==> src/rtl/pbs_pkg.sv <==
package pbs_pkg;
  localparam int BEAT_W = 2;
  typedef logic [BEAT_W-1:0] beat_t;

  // low address bits for a beat, given the burst start and beat count
  function automatic beat_t beat_addr(beat_t base, beat_t cnt, logic lin);
    beat_t r;
    if (lin) r = beat_t'(base + cnt);
    else     r = base ^ cnt;
    return r;
  endfunction
endpackage

==> src/rtl/pbs_burst_ctrl.sv <==
module pbs_burst_ctrl
  import pbs_pkg::*;
#(
  parameter int ADDR_W = 6,
  parameter int NBYTES = 4,
  parameter int BYTE_W = 9
) (
  input  logic                       clk,
  input  logic                       rst,
  input  logic [ADDR_W-1:0]          addr,
  input  logic                       start_cpu_n,
  input  logic                       start_ctl_n,
  input  logic                       step_n,
  input  logic                       sel1_n,
  input  logic                       sel2,
  input  logic                       sel3_n,
  input  logic                       wr_all_n,
  input  logic                       wr_bytes_n,
  input  logic [NBYTES-1:0]          lane_wr_n,
  input  logic                       order_linear,
  input  logic                       sleep,
  input  logic [NBYTES*BYTE_W-1:0]   wdata,
  output logic                       s1_valid,
  output logic                       s1_wr,
  output logic [NBYTES-1:0]          s1_mask,
  output logic [ADDR_W-1:0]          s1_addr,
  output logic [NBYTES*BYTE_W-1:0]   s1_data,
  output logic                       kill,
  output logic                       burst_act
);
  localparam int DATA_W = NBYTES * BYTE_W;
  localparam int HI_W   = ADDR_W - BEAT_W;

  logic              chip_sel, cpu_go, ctl_go, any_strobe;
  logic              take_start, take_desel, take_cont;
  logic              wr_req, acc_wr;
  logic [NBYTES-1:0] wmask;
  beat_t             base_q, beat_q, base_n, beat_n, lo_bits;
  logic [HI_W-1:0]   hi_q, hi_n;

  always_comb begin
    chip_sel   = !sel1_n && sel2 && !sel3_n;
    cpu_go     = !start_cpu_n && !sel1_n;
    ctl_go     = !start_ctl_n && !cpu_go;
    any_strobe = cpu_go || ctl_go;
    take_start = any_strobe && chip_sel && !sleep;
    take_desel = any_strobe && !chip_sel && !sleep;
    take_cont  = !any_strobe && burst_act && !sleep;
    kill       = take_desel || sleep;

    if (!wr_all_n)        wmask = '1;
    else if (!wr_bytes_n) wmask = ~lane_wr_n;
    else                  wmask = '0;
    wr_req = |wmask;
    acc_wr = cpu_go ? 1'b0 : wr_req;

    if (take_start) begin
      hi_n   = addr[ADDR_W-1:BEAT_W];
      base_n = addr[BEAT_W-1:0];
      beat_n = '0;
    end else begin
      hi_n   = hi_q;
      base_n = base_q;
      beat_n = (take_cont && !step_n) ? beat_t'(beat_q + 1'b1) : beat_q;
    end
    lo_bits = beat_addr(base_n, beat_n, order_linear);
  end

  always_ff @(posedge clk) begin
    if (rst) begin
      burst_act <= 1'b0;
      s1_valid  <= 1'b0;
      s1_wr     <= 1'b0;
      s1_mask   <= '0;
      hi_q      <= '0;
      base_q    <= '0;
      beat_q    <= '0;
    end else begin
      if (take_start)      burst_act <= 1'b1;
      else if (take_desel) burst_act <= 1'b0;
      if (take_start || take_cont) begin
        hi_q   <= hi_n;
        base_q <= base_n;
        beat_q <= beat_n;
      end
      s1_valid <= take_start || take_cont;
      s1_wr    <= (take_start || take_cont) && acc_wr;
      s1_mask  <= acc_wr ? wmask : '0;
    end
  end

  // address and data-in registers carry no reset
  always_ff @(posedge clk) begin
    s1_addr <= {hi_n, lo_bits};
    s1_data <= wdata;
  end

  logic [DATA_W-1:0] unused_w;
  assign unused_w = '0;
endmodule

==> src/rtl/pbs_array.sv <==
module pbs_array #(
  parameter int ADDR_W = 6,
  parameter int NBYTES = 4,
  parameter int BYTE_W = 9
) (
  input  logic                      clk,
  input  logic                      s1_valid,
  input  logic                      s1_wr,
  input  logic [NBYTES-1:0]         s1_mask,
  input  logic [ADDR_W-1:0]         s1_addr,
  input  logic [NBYTES*BYTE_W-1:0]  s1_data,
  output logic [NBYTES*BYTE_W-1:0]  rd_q
);
  localparam int DEPTH = 1 << ADDR_W;

  logic rd_en;
  assign rd_en = s1_valid && !s1_wr;

  for (genvar b = 0; b < NBYTES; b++) begin : g_lane
    logic [BYTE_W-1:0] mem [DEPTH];
    logic [BYTE_W-1:0] lane_q;
    logic              lane_we;
    assign lane_we = s1_valid && s1_wr && s1_mask[b];
    always_ff @(posedge clk) begin
      if (lane_we) mem[s1_addr] <= s1_data[b*BYTE_W +: BYTE_W];
      if (rd_en)   lane_q <= mem[s1_addr];
    end
    assign rd_q[b*BYTE_W +: BYTE_W] = lane_q;
  end
endmodule

==> src/rtl/pbs_out_stage.sv <==
module pbs_out_stage (
  input  logic clk,
  input  logic rst,
  input  logic s1_valid,
  input  logic s1_wr,
  input  logic kill,
  input  logic out_en_n,
  input  logic sleep,
  output logic rdata_drive
);
  logic drive_q;

  always_ff @(posedge clk) begin
    if (rst) drive_q <= 1'b0;
    else     drive_q <= s1_valid && !s1_wr && !kill;
  end

  assign rdata_drive = drive_q && !out_en_n && !sleep;
endmodule

==> src/rtl/pburst_sram.sv <==
module pburst_sram #(
  parameter int ADDR_W = 6,
  parameter int NBYTES = 4,
  parameter int BYTE_W = 9
) (
  input  logic                      clk,
  input  logic                      rst,
  input  logic [ADDR_W-1:0]         addr,
  input  logic                      start_cpu_n,
  input  logic                      start_ctl_n,
  input  logic                      step_n,
  input  logic                      sel1_n,
  input  logic                      sel2,
  input  logic                      sel3_n,
  input  logic                      wr_all_n,
  input  logic                      wr_bytes_n,
  input  logic [NBYTES-1:0]         lane_wr_n,
  input  logic                      order_linear,
  input  logic                      out_en_n,
  input  logic                      sleep,
  input  logic [NBYTES*BYTE_W-1:0]  wdata,
  output logic [NBYTES*BYTE_W-1:0]  rdata,
  output logic                      rdata_drive
);
  localparam int DATA_W = NBYTES * BYTE_W;

  logic              s1_valid, s1_wr, kill, burst_act;
  logic [NBYTES-1:0] s1_mask;
  logic [ADDR_W-1:0] s1_addr;
  logic [DATA_W-1:0] s1_data;

  pbs_burst_ctrl #(.ADDR_W(ADDR_W), .NBYTES(NBYTES), .BYTE_W(BYTE_W)) u_ctrl (
    .clk(clk), .rst(rst), .addr(addr),
    .start_cpu_n(start_cpu_n), .start_ctl_n(start_ctl_n), .step_n(step_n),
    .sel1_n(sel1_n), .sel2(sel2), .sel3_n(sel3_n),
    .wr_all_n(wr_all_n), .wr_bytes_n(wr_bytes_n), .lane_wr_n(lane_wr_n),
    .order_linear(order_linear), .sleep(sleep), .wdata(wdata),
    .s1_valid(s1_valid), .s1_wr(s1_wr), .s1_mask(s1_mask),
    .s1_addr(s1_addr), .s1_data(s1_data), .kill(kill), .burst_act(burst_act)
  );

  pbs_array #(.ADDR_W(ADDR_W), .NBYTES(NBYTES), .BYTE_W(BYTE_W)) u_array (
    .clk(clk), .s1_valid(s1_valid), .s1_wr(s1_wr), .s1_mask(s1_mask),
    .s1_addr(s1_addr), .s1_data(s1_data), .rd_q(rdata)
  );

  pbs_out_stage u_out (
    .clk(clk), .rst(rst), .s1_valid(s1_valid), .s1_wr(s1_wr), .kill(kill),
    .out_en_n(out_en_n), .sleep(sleep), .rdata_drive(rdata_drive)
  );
endmodule

==> config.mk <==
export PLATFORM = sky130hd
export DESIGN_NAME = pburst_sram
export DESIGN_NICKNAME = d
export VERILOG_FILES = /design/src/rtl/pbs_pkg.sv /design/src/rtl/pbs_burst_ctrl.sv /design/src/rtl/pbs_array.sv /design/src/rtl/pbs_out_stage.sv /design/src/rtl/pburst_sram.sv
export SDC_FILE = /design/constraint.sdc
export NUM_CORES = 2
export LEC_CHECK = 0
export ABC_CLOCK_PERIOD_IN_PS = 3500
export BUFFER_PORTS_ARGS = -buffer_cell sky130_fd_sc_hd__buf_2
export CORE_AREA = 8 8 415 417
export DETAILED_ROUTE_END_ITERATION = 8
export DIE_AREA = 0 0 423 425
export PLACE_DENSITY = 0.71
export SYNTH_ARGS = -nofsm -noshare
export SYNTH_HDL_FRONTEND = slang
export SYNTH_SLANG_ARGS = --single-unit
export TNS_END_PERCENT = 5
==> constraint.sdc <==
create_clock -name clk -period 3.5 [get_ports clk]
set_clock_uncertainty 0.15 [all_clocks]
set_input_delay 0.7 -clock clk [delete_from_list [all_inputs] [get_ports clk]]
set_output_delay 0.7 -clock clk [all_outputs]
set_load 0.02 [all_outputs]
# After elaboration in Yosys (flattened, before gate mapping)

Memories as Yosys holds them, arrays and structs flattened. A register that Yosys moved wholly into a read port is not among the register bits.
Cells that the tools add are included.

Flip-flop bits (word level): 58
Bits in writable memories: 2304
Input port bits: 59
Output and inout bits: 37
Logic and storage cells: 76
Memories kept: 4

Add/subtract/negate cells: 2
Multiplexer cells: 18
Bitwise gates (word level): 3
Reduce and logical (&&, ||, !) cells: 39

Memory list:

| memory                | words | bits a word | read ports | clocked after memory_dff | write ports | RTL line        | text |
|---|---|---|---|---|---|---|---|
| u_array.g_lane[0].mem | 64    | 9           | 1          | 1                        | 1           | pbs_array.sv:20 | `logic [BYTE_W-1:0] mem [DEPTH];` |
| u_array.g_lane[1].mem | 64    | 9           | 1          | 1                        | 1           | pbs_array.sv:20 |  |
| u_array.g_lane[2].mem | 64    | 9           | 1          | 1                        | 1           | pbs_array.sv:20 |  |
| u_array.g_lane[3].mem | 64    | 9           | 1          | 1                        | 1           | pbs_array.sv:20 |  |

Operators by type and width:

| operator                                    | count |
|---|---|
| logical AND 1 bit                           | 21 |
| logical NOT 1 bit                           | 12 |
| two-way mux 4 bit                           | 3 |
| two-way mux 1 bit                           | 11 |
| two-way mux 2 bit                           | 4 |
| NOT 4 bit                                   | 1 |
| OR reduction 4 bit                          | 1 |
| logical OR 1 bit                            | 3 |
| adder 2 x 1 -> 2 bit, second input constant | 1 |
| adder 2 bit                                 | 1 |
| nonzero test 2 bit                          | 1 |
| OR reduction 2 bit                          | 1 |
| bitwise XOR 2 bit                           | 1 |
| NOT 1 bit                                   | 1 |

# Depth between registers and ports, before layout

Depth in word-level cells: 13
Depth in mapped cells: 9
Mapped depth without buffers: 8

# Hierarchy

A second synthesis with hierarchy kept.

Cell total of the unflattened synthesis: 5338
Area, all modules: 91496.5 sq um

Modules (own cells, without submodules):

| module         | instances | cells each | area each (sq um) | seq. area each (sq um) |
|---|---|---|---|---|
| pbs_array      | 1         | 5220       | 89863.7           | 70267.4 |
| pbs_burst_ctrl | 1         | 115        | 1590.3            | 1141.1 |
| pbs_out_stage  | 1         | 3          | 42.5              | 20.0 |

# Least setup slack after synthesis

OpenSTA, ideal clock, no wires.

Kind: register to register
Start: register u_ctrl.s1_valid
End: register u_array.g_lane[0].lane_q[0], read port of u_array.g_lane[0].mem (enable)
Library setup time: 434 ps
Data arrival time: 2137 ps
Data required time: 2916 ps
Slack: 779 ps
Stages on the path, launching flop included: 3
Buffers on the path: 1
Period minus slack after synthesis: 2721 ps
Path through: dfxtp_1 > clkbuf_1 > nor2b_1

Cells in the longest elaborated chain, start to end: 1

RTL lines:

| item                     | RTL line             | text |
|---|---|---|
| start: declaration       | pbs_burst_ctrl.sv:23 | `output logic s1_valid,` |
| start signal: assignment | pbs_burst_ctrl.sv:86 | `s1_valid <= take_start \|\| take_cont;` |
| logical AND 1 bit        | pbs_array.sv:17      | `assign rd_en = s1_valid && !s1_wr;` |
| via u_array.rd_en        | pbs_array.sv:16      | `logic rd_en;` |
| end: declaration         | pbs_array.sv:21      | `logic [BYTE_W-1:0] lane_q;` |

The timed path passes the listed nets, and every way through them passes these cells.
A chain may end at the register's enable or synchronous reset.

# Worst setup path in the final report

Start: register u_ctrl.s1_addr[0]
End: memory u_array.g_lane[0].mem[51][7] (enable)

RTL lines:

| item                     | RTL line             | text |
|---|---|---|
| start: declaration       | pbs_burst_ctrl.sv:26 | `output logic [ADDR_W-1:0] s1_addr,` |
| start signal: assignment | pbs_burst_ctrl.sv:94 | `s1_addr <= {hi_n, lo_bits};` |
| end: declaration         | pbs_array.sv:20      |  |

Straight into the memory's write port.

==> metrics.csv <==
stage,metric,value,unit
clock_network,clk root buf,clkbuf_16,
yosys,average size of a mapped cell,19.5,um^2
place,PortBufs,95,
timing,max_slew headroom,7.34,%
global_routing,first-pass GRT wire length,346,mm
yosys,leading area contributor after synthesis,edfxtp_1,
place,Final GP Congestion,0.891,
clock_network,CTS tree,yes,
worst_setup_path,worst path required time,3.91,ns
routing,"wirelength, routed",242,mm
worst_setup_path,Worst Path Arrival,3.87,ns
global_routing,grt ovf,0,
worst_hold_path,HP Class,in -> reg,
floorplanning,top-level I/O count,96,
yosys,ys async rst share,0,%
floorplanning,Core ar.,166000,um^2
floorplanning,full die area,180000,um^2
worst_setup_path,CP startpoint kind,flop,
yosys,most common cell in the synthesized netlist,edfxtp_1,
yosys,Syn. warnings,0,
clock_network,total number of H-tree levels,4,
power,VDD IR max,0.421,mV
finish,layout cells sized above 1,23.7,%
timing,RSZ-0062 raised after global routing,false,
timing,Hold WS,0.0828,ns
timing,Final Hold Fails,0,
yosys,Synth Cell Area,90400,um^2
timing,setup TNS,0,ns
timing,period utilization,98.9,%
timing,final setup vio count,0,
power,leakage power,33.2,nW
yosys,top_reg_cell synth,edfxtp_1,
yosys,Yosys top cell area share,77.7,%
worst_setup_path,"Worst Path Class, Setup",reg -> reg,
finish,Syn-to-layout area delta,15.7,%
place,Post-DP HPWL,152,mm
global_routing,pin count of the biggest net entering global routing,79,
yosys,Syn Inst Count,4640,
clock_network,"CTS clk-pin slew, worst paths",0.06,ns
routing,via count,49900,
yosys,"FF+latch count, synth",2398,
routing,drt first pass iters,6,
timing,Tmin final,3.46,ns
global_routing,initial antenna violation count,13,
clock_network,Clock Tree Buf Depth,3,
timing,Max Slew Vio Count,0,
routing,drt drc,0,
clock_network,Worst-Skew Late Latency,0.87,ns
clock_network,cts bufs inserted,221,
floorplanning,Die Ht,425,um
flow_run,max cap viols,0,
routing,mean routed wirelength per cell,31.8,um
routing,Via density,6.56,
worst_setup_path,Worst setup EP type,flop,
floorplanning,die span in x,423,um
routing,Detail Route Antenna Nets,0,
yosys,synth cell count leaders,"edfxtp_1, nor2_1, mux2i_1, mux4_2, a221oi_1",
timing,FMAX,289,MHz
routing,Starting DRT DRC Count,7212,
floorplanning,Initial Utilization,54.5,%
status,outcome,completed,
global_routing,vias in the first global route,49000,
floorplanning,Site Rows,150,
yosys,library cells used by synthesis,57,
clock_network,post_cts resized,0,
yosys,sequential fraction of the synthesis area,79.0,%
global_routing,GRT Total Usage,26.3,%
power,pwr dens,547,nW/um^2
timing,worst-margin pin slew,1.39,ns
yosys,Synth Net Count,4700,
finish,NumNets Final,5264,
clock_network,CTS sink cnt,2398,
worst_setup_path,"Max FO, Critical Path",27,
yosys,synth top area cells,"edfxtp_1, mux4_2, mux2i_1",
yosys,Post-synth EDFFs,2340,
## per-stage QoR
step	util (%)	cell area [um^2]	worst slack [ns]	instances	power [W]
final	63.0	105000	0.0372	7602	0.0572
after global routing	63.0	105000	0.0305	7594	0.0585
after CTS	63.0	105000	0.143	7594	0.0573
after detailed placement	58.3	96800	0.172	7131	0.0338
after global placement	58.3	96800	0.178	7131	0.0338
after floorplan	-	90400	0.779	4640	0.0331
## routing by layer
metal	track usage, %	part of all wire (%)	vias up
li1	-	-	20400
met1	36.0	37	25700
met2	41.6	47	3251
met3	6.17	11	457
met4	10.1	4.0	6
met5	0	0.016	-
## what timing repair did
item	in CTS	in global routing
endpoints found under the hold margin	54	0
buffers inserted	0	0
hold buffers	54	0
## layout by cell type, fill, tap and decap left out, types with 5 or more instances in the layout
cell              n
a21oi_1          16
a221oi_1        268
a22oi_1         186
and3_1            5
buf_12           44
buf_2            95
buf_4           456
bufinv_16        24
clkbuf_1         44
clkbuf_16       221
clkinv_1         44
clkinv_2         46
clkinv_8          6
clkinvlp_4       10
dfxtp_1          19
dfxtp_2          36
diode_2           8
dlygate4sd3_1    54
edfxtp_1       2340
inv_6             5
mux2_2           11
mux2i_1         288
mux4_2          286
nand2_1         105
nand4_1          36
nor2_1          368
nor2b_1          11
o211ai_1         65
o21a_1            6
o21ai_0          74
o22ai_1         134
## path summary, 6_finish.rpt
check | start | end | slack [ns] | cells after the start
setup / recovery | u_ctrl.s1_addr[0]$_DFF_P_ | u_array.g_lane[0].mem[51][7]$_DFFE_PP_ | 0.04 | 5
hold / removal | start_ctl_n | u_out.drive_q$_SDFF_PP0_ | 0.08 | 4
setup reg to reg | u_ctrl.s1_addr[0]$_DFF_P_ | u_array.g_lane[0].mem[51][7]$_DFFE_PP_ | 0.04 | 5
hold reg to reg | u_ctrl.hi_q[3]$_SDFFE_PP0N_ | u_ctrl.s1_addr[5]$_DFF_P_ | 0.33 | 1
## registers in the layout, indices dropped and copies added (netlist names)
register,cells
u_ctrl.s1_mask,4
u_array.g_lane.lane_q,36
u_ctrl.s1_valid,1
u_ctrl.burst_act,1
u_ctrl.hi_q,4
u_out.drive_q,1
u_ctrl.beat_q,2
u_ctrl.base_q,2
u_ctrl.s1_addr,6
u_array.g_lane.mem,2304
u_ctrl.s1_data,36
u_ctrl.s1_wr,1
## power breakdown
part	internal (W)	switching, W	leakage, nW
Clock	0.0134	0.0104	3.50
Sequential	0.0315	0.000349	21.5
Combinational	0.000570	0.000863	8.17
Total	0.0455	0.0117	33.2
## cell families after synthesis
kind of cell | Yosys count | share of synthesized area (%)
adder cells (fa/ha/maj) | 1 | 0.0138
AO/OA/AOI/OAI | 769 | 6.33
XOR/XNOR | 4 | 0.0388
multiplexers | 585 | 10.5
flip-flops | 2398 | 79.0
buffers and inverters | 311 | 1.45
AND/OR/NAND/NOR | 572 | 2.70
## critical path: stages, from the launching register on
cell,delay [ns]
dfxtp_4,0.81
buf_4,0.54
and3b_1,0.48
nand2_1,0.46
nor2_1,0.43
buf_4,0.25
## cell type report
| cell class | instances | area, um^2 |
|---|---|---|
| Multi-Input combinational cell | 1931 | 17800 |
| Clock inverter | 144 | 1500 |
| Inverter | 3 | 18.8 |
| Antenna cell | 8 | 20.0 |
| Timing Repair Buffer | 649 | 5320 |
| Fill cell | 11000 | 61400 |
| Clock buffer | 265 | 5700 |
| Sequential cell | 2398 | 71500 |
| Tap cell | 2204 | 2760 |
(Power assumes the default switching activity.)
